<file path="src/rtl/pbr_pkg.sv">
package pbr_pkg;

  // Byte select codes, written as {bsel1, bsel2}.
  localparam logic [1:0] BSEL_TOP   = 2'b01;
  localparam logic [1:0] BSEL_UPPER = 2'b11;
  localparam logic [1:0] BSEL_LOWER = 2'b00;
  localparam logic [1:0] BSEL_LEAST = 2'b10;

  // Rank of a byte inside the word, 0 = least significant.
  function automatic logic [1:0] byte_rank(input logic [1:0] code);
    logic [1:0] r;
    unique case (code)
      BSEL_TOP:   r = 2'd3;
      BSEL_UPPER: r = 2'd2;
      BSEL_LOWER: r = 2'd1;
      default:    r = 2'd0;
    endcase
    return r;
  endfunction

  function automatic logic is_least(input logic [1:0] code);
    return code == BSEL_LEAST;
  endfunction

endpackage

</file>
<file path="src/rtl/pbr_sampler.sv">
module pbr_sampler (
  input  logic       clk,
  input  logic       rst_n,
  input  logic       oe_n,
  input  logic [1:0] bsel,
  input  logic       axis_sel,
  output logic       oe_n_s,
  output logic [1:0] bsel_s,
  output logic       axis_s
);
  // Control inputs are captured on the falling edge.
  always_ff @(negedge clk or negedge rst_n) begin
    if (!rst_n) begin
      oe_n_s <= 1'b1;
      bsel_s <= 2'b00;
      axis_s <= 1'b0;
    end else begin
      oe_n_s <= oe_n;
      bsel_s <= bsel;
      axis_s <= axis_sel;
    end
  end
endmodule

</file>
<file path="src/rtl/pbr_inhibit.sv">
module pbr_inhibit
  import pbr_pkg::*;
#(
  parameter logic AXIS_ID = 1'b0
) (
  input  logic       clk,
  input  logic       rst_n,
  input  logic       oe_n_s,
  input  logic [1:0] bsel_s,
  input  logic       axis_s,
  output logic       inhibit,
  output logic       lsb_seen,
  output logic       claim,
  output logic       load_en
);
  logic release_now;

  assign claim       = !oe_n_s && (axis_s == AXIS_ID);
  assign release_now = oe_n_s && lsb_seen;
  assign load_en     = !inhibit && !claim;

  always_ff @(posedge clk or negedge rst_n) begin
    if (!rst_n) begin
      inhibit  <= 1'b0;
      lsb_seen <= 1'b0;
    end else if (claim) begin
      inhibit <= 1'b1;
      if (is_least(bsel_s)) lsb_seen <= 1'b1;
    end else if (release_now) begin
      inhibit  <= 1'b0;
      lsb_seen <= 1'b0;
    end
  end
endmodule

</file>
<file path="src/rtl/pbr_pos_latch.sv">
module pbr_pos_latch #(
  parameter int CNT_W = 32
) (
  input  logic             clk,
  input  logic             rst_n,
  input  logic             load_en,
  input  logic [CNT_W-1:0] count,
  output logic [CNT_W-1:0] held
);
  always_ff @(posedge clk or negedge rst_n) begin
    if (!rst_n)       held <= '0;
    else if (load_en) held <= count;
  end
endmodule

</file>
<file path="src/rtl/pbr_byte_mux.sv">
module pbr_byte_mux
  import pbr_pkg::*;
#(
  parameter int CNT_W  = 32,
  parameter int BYTE_W = 8
) (
  input  logic [CNT_W-1:0]  word_a,
  input  logic [CNT_W-1:0]  word_b,
  input  logic              axis_sel,
  input  logic [1:0]        bsel,
  input  logic              oe_n,
  output logic [BYTE_W-1:0] data_out,
  output logic              data_drv
);
  logic [CNT_W-1:0]  word;
  logic [1:0]        rank;
  logic [BYTE_W-1:0] picked;

  assign word   = axis_sel ? word_b : word_a;
  assign rank   = byte_rank(bsel);
  assign picked = word[rank*BYTE_W +: BYTE_W];

  assign data_drv = !oe_n;
  assign data_out = oe_n ? '0 : picked;
endmodule

</file>
<file path="src/rtl/pos_byte_reader.sv">
module pos_byte_reader #(
  parameter int CNT_W  = 32,
  parameter int BYTE_W = 8
) (
  input  logic              clk,
  input  logic              rst_ax1_n,
  input  logic              rst_ax2_n,
  input  logic [CNT_W-1:0]  count_ax1,
  input  logic [CNT_W-1:0]  count_ax2,
  input  logic              axis_sel,
  input  logic              bsel1,
  input  logic              bsel2,
  input  logic              oe_n,
  output logic [BYTE_W-1:0] data_out,
  output logic              data_drv
);
  localparam int N_AXES = 2;

  logic [1:0]                        bsel;
  logic [N_AXES-1:0]                 rst_n_w;
  logic [N_AXES-1:0][CNT_W-1:0]      count_w;
  logic [N_AXES-1:0][CNT_W-1:0]      latch_w;
  logic [N_AXES-1:0]                 inhib_w;
  logic [N_AXES-1:0]                 lsb_seen_w;
  logic [N_AXES-1:0]                 claim_w;
  logic [N_AXES-1:0]                 load_w;

  assign bsel       = {bsel1, bsel2};
  assign rst_n_w    = {rst_ax2_n, rst_ax1_n};
  assign count_w[0] = count_ax1;
  assign count_w[1] = count_ax2;

  for (genvar a = 0; a < N_AXES; a++) begin : g_axis
    logic       oe_n_s;
    logic [1:0] bsel_s;
    logic       axis_s;

    pbr_sampler u_smp (
      .clk      (clk),
      .rst_n    (rst_n_w[a]),
      .oe_n     (oe_n),
      .bsel     (bsel),
      .axis_sel (axis_sel),
      .oe_n_s   (oe_n_s),
      .bsel_s   (bsel_s),
      .axis_s   (axis_s)
    );

    pbr_inhibit #(.AXIS_ID(1'(a))) u_inh (
      .clk      (clk),
      .rst_n    (rst_n_w[a]),
      .oe_n_s   (oe_n_s),
      .bsel_s   (bsel_s),
      .axis_s   (axis_s),
      .inhibit  (inhib_w[a]),
      .lsb_seen (lsb_seen_w[a]),
      .claim    (claim_w[a]),
      .load_en  (load_w[a])
    );

    pbr_pos_latch #(.CNT_W(CNT_W)) u_lat (
      .clk     (clk),
      .rst_n   (rst_n_w[a]),
      .load_en (load_w[a]),
      .count   (count_w[a]),
      .held    (latch_w[a])
    );
  end

  pbr_byte_mux #(.CNT_W(CNT_W), .BYTE_W(BYTE_W)) u_mux (
    .word_a   (latch_w[0]),
    .word_b   (latch_w[1]),
    .axis_sel (axis_sel),
    .bsel     (bsel),
    .oe_n     (oe_n),
    .data_out (data_out),
    .data_drv (data_drv)
  );
endmodule

</file>
<file path="config.mk">
export PLATFORM = sky130hd
export DESIGN_NAME = pos_byte_reader
export DESIGN_NICKNAME = d
export VERILOG_FILES = /design/src/rtl/pbr_pkg.sv /design/src/rtl/pbr_sampler.sv /design/src/rtl/pbr_inhibit.sv /design/src/rtl/pbr_pos_latch.sv /design/src/rtl/pbr_byte_mux.sv /design/src/rtl/pos_byte_reader.sv
export SDC_FILE = /design/constraint.sdc
export NUM_CORES = 1
export LEC_CHECK = 0
export ABC_CLOCK_PERIOD_IN_PS = 1780
export BUFFER_PORTS_ARGS = -buffer_cell sky130_fd_sc_hd__buf_4
export CAP_MARGIN = 20
export CORE_MARGIN = 8
export CORE_UTILIZATION = 53
export CTS_CLUSTER_DIAMETER = 150
export CTS_CLUSTER_SIZE = 12
export DETAILED_ROUTE_END_ITERATION = 7
export GPL_ROUTABILITY_DRIVEN = 0
export PLACE_DENSITY = 0.91
export SETUP_SLACK_MARGIN = 0.15
export SYNTH_ARGS = -nofsm -noshare
export SYNTH_HDL_FRONTEND = slang
export SYNTH_SLANG_ARGS = --single-unit
</file>
<file path="constraint.sdc">
create_clock -name clk -period 1.78 [get_ports clk]
set_clock_uncertainty 0.15 [all_clocks]
set_input_delay 0.356 -clock clk [delete_from_list [all_inputs] [get_ports clk]]
set_output_delay 0.356 -clock clk [all_outputs]
set_load 0.1 [all_outputs]
</file>
==> flow_summary.json <==
{
  "vias": 2200,
  "swShare_pct": 31.7,
  "p_sw_mw": 1.94,
  "ys_seq_elements": 76,
  "start_util_pct": 55.0,
  "combPwrFrac_pct": 35.6,
  "finish.utilization_pct": 80.3,
  "die_h_um": 94.6,
  "drive_gt1_share_pct": 72.2,
  "maxSlewHeadroom_pct": 79.4,
  "cp_slowest_cell": "dfstp_2",
  "setup_violations": 76,
  "clk_path_buf_depth": 2,
  "seqCellArea_um2": 1900,
  "synthCells": 197,
  "clk_latency_ns": 0.40,
  "area_growth_pct": 46.1,
  "p_clk_share_pct": 22.2,
  "cts_tree": "done",
  "yosysTopAreaCell": "dfrtp_1",
  "syn_area_um2": 3270,
  "fp.coreArea_um2": 5960,
  "std_cell_rows": 28,
  "rsz0062_at_grt": "yes",
  "die_w_um": 94.6,
  "setup.worst_path.end_class": "flip-flop",
  "synth_sequential_area_ratio_pct": 58.2,
  "dp_hpwl_um": 5310,
  "die-area_um2": 8950,
  "fin_area_um2": 4780,
  "pwr-share-seq_pct": 42.2,
  "cpPeakStageDelay_ns": 0.56,
  "hold_path_class": "input pin to flip-flop",
  "grt_pass1_vias": 2494,
  "cts-root-buf": "clkbuf_8",
  "violations": "setup timing",
  "antennaDiodeCount": 0,
  "crit_required_ns": 1.86,
  "synth.distinct_cells": 20,
  "htree_levels": 3,
  "pin_count": 80,
  "vias_per_cell": 5.61,
  "p_total_mw": 6.13,
  "p_int_mw": 4.19,
  "wirelength_um": 9010,
  "layout_setup_ws_ns": -0.810,
  "crit_fanout": 16,
  "port_buffers": 79,
  "nets": 383,
  "synth_top_area_share_pct": 52.0,
  "ant_nets": 0,
  "fin_setup_tns_ns": -48.45,
  "critical_path_class": "flip-flop to flip-flop",
  "arrival_ns": 2.67,
  "fill_cells": 335,
  "hold_viol_final": 0,
  "initialDrtViolationCount": 119,
  "postPlaceCellArea_um2": 4150,
  "drtPass1Iterations": 4,
  "vdd_ir_drop_max_mv": 0.951,
  "worstMarginPinSlew_ns": 0.309,
  "worstSetupStartpointType": "flip-flop",
  "maxCapViolCount": 0,
  "wl_per_cell_um": 23.0,
  "path_cells": "inv_2 -> a21oi_4 -> clkbuf_16 -> mux2_2",
  "antenna_found_initial": 0,
  "run_status": "finished with violations",
  "total_leakage_power_nw": 2.11,
  "multiInputGateArea_um2": 1400,
  "slew_viol_final": 0,
  "numCtsBuffers": 9,
  "gr-total-overflow": 0,
  "drc": 0,
  "yosys-top-cells-area": "dfrtp_1, mux2_2, mux4_2",
  "avgSynthCellArea_um2": 16.6,
  "track_usage_pct": 19.4,
  "grt_max_degree": 34,
  "ys_warn_count": 0,
  "p_per_area_nw_per_um2": 1280,
  "cts_sinks": 76,
  "synth_nets": 268,
  "clkTransAtPathRegs_ns": 0.08,
  "grt_pass1_wl_um": 12800
}
placed cells by master (no fill, tap or decap):
master         synthesis  routed
clkinvlp_4             0       1
buf_8                  0       1
a21boi_1               0       1
buf_16                 0       2
a31oi_1                1       1
inv_1                  4       3
mux4_2                10      16
a21oi_4                0       1
clkbuf_16              0       2
dfrtn_1                6       6
clkbuf_1               1       1
mux2i_2                0       1
dfstp_2                2       2
o21bai_4               0       1
buf_12                 1      15
inv_2                  0       1
mux2_2                64      61
bufinv_16              0       1
nor2_1                11       3
clkbuf_8               0      10
clkinvlp_2             0       1
nor3b_2                0       1
mux2i_4                0       5
nor2_4                 0       7
buf_6                  1       5
nor2_2                 0       1
clkinv_4               0       3
dlygate4sd3_1          0       2
buf_4                  1      88
dfrtp_1               68      68
mux2_4                 0       3
a21oi_1                1       1
mux2i_1                8       2
worst max-delay path: cells and delay by family (launching register included):
kind | cells | cell delay (ns)
DFF | 1 | 0.56
AOI/OAI and AO/OA | 1 | 0.19
muxes | 1 | 0.35
buffers and inverters | 2 | 0.28
cell usage after synthesis, drive strengths merged:
library cell	n
a21boi	1
a21oi	2
a31oi	1
buf	11
clkbuf	1
dfrtn	6
dfrtp	68
dfstp	2
inv	4
mux2	64
mux2i	8
mux4	16
nor2	11
nor3b	1
o21bai	1
per-layer routing:
layer / up-vias / routed length, µm / track usage [%]
met5: - / 0 / 0
met3: 16 / 472 / 4.44
met2: 80 / 4940 / 33.9
met1: 1145 / 3360 / 22.1
met4: 0 / 230 / 9.10
li1: 959 / - / -
final timing paths:
kind,start,to,slack (ns),cells past startpoint
worst max-delay path,g_axis[1].u_smp.oe_n_s,g_axis[1].u_lat.held[23],-0.81,4
worst min-delay path,count_ax1[9],g_axis[0].u_lat.held[9],0.09,2
worst max register to register,g_axis[1].u_smp.oe_n_s,g_axis[1].u_lat.held[23],-0.81,4
worst min register to register,g_axis[1].u_inh.lsb_seen,g_axis[1].u_inh.inhibit,0.34,1
max in group asynchronous,rst_ax1_n,g_axis[0].u_smp.oe_n_s,0.18,2
min in group asynchronous,rst_ax2_n,g_axis[1].u_lat.held[14],0.22,2
stage by stage:
stage / std cells / hold slack [ns] / worst slack (ns)
floorplan: 197 / -0.0896 / -0.641
global placement: 356 / 0.0199 / -0.638
detailed placement: 356 / 0.0256 / -0.678
CTS: 385 / 0.0833 / -0.708
global route: 392 / 0.0742 / -0.831
finish: 392 / 0.0900 / -0.810
kinds of logic after synthesis:
family / after synthesis / share of synthesized area, %
DFF: 76 / 58.2
and+or+nand+nor: 12 / 1.49
muxes: 88 / 36.2
buffers and inverters: 16 / 2.98
AOI/OAI and AO/OA: 5 / 1.19
cell type report:
cell class	instances	area share (%)
tap	75	1.96
clock buffer	11	2.96
multi-input combinational	105	29.3
sequential	76	39.8
clock inverter	7	1.44
inverter	3	0.314
timing repair buffer	115	24.2
sequential cells by signal (all words and copies together), names as in the netlist:
name / cells
g_axis.u_lat.held: 64
g_axis.u_smp.bsel_s: 4
g_axis.u_inh.inhibit: 2
g_axis.u_inh.lsb_seen: 2
g_axis.u_smp.axis_s: 2
g_axis.u_smp.oe_n_s: 2
power by group through the flow:
stage / logic (mW) / registers [mW] / clock network, mW
2_1_floorplan: 1.31 / 2.44 / 0.0106
3_3_place_gp: 1.64 / 2.51 / 0.0106
3_5_place_dp: 1.70 / 2.55 / 0.0106
4_1_cts: 2.05 / 2.53 / 1.35
5_1_grt: 2.28 / 2.64 / 1.45
6_report: 2.19 / 2.59 / 1.36
repair_timing:
action / in CTS / in global routing
setup buffers: 8 / 5
hold buffers: 2 / 0
endpoints found under the setup margin: 76 / 79
cloned: 2 / 2
gates resized for setup: 45 / 9
hold endpoints to repair: 68 / 0
pin swaps: 1 / 0
Power figures use the tool's default switching activity.
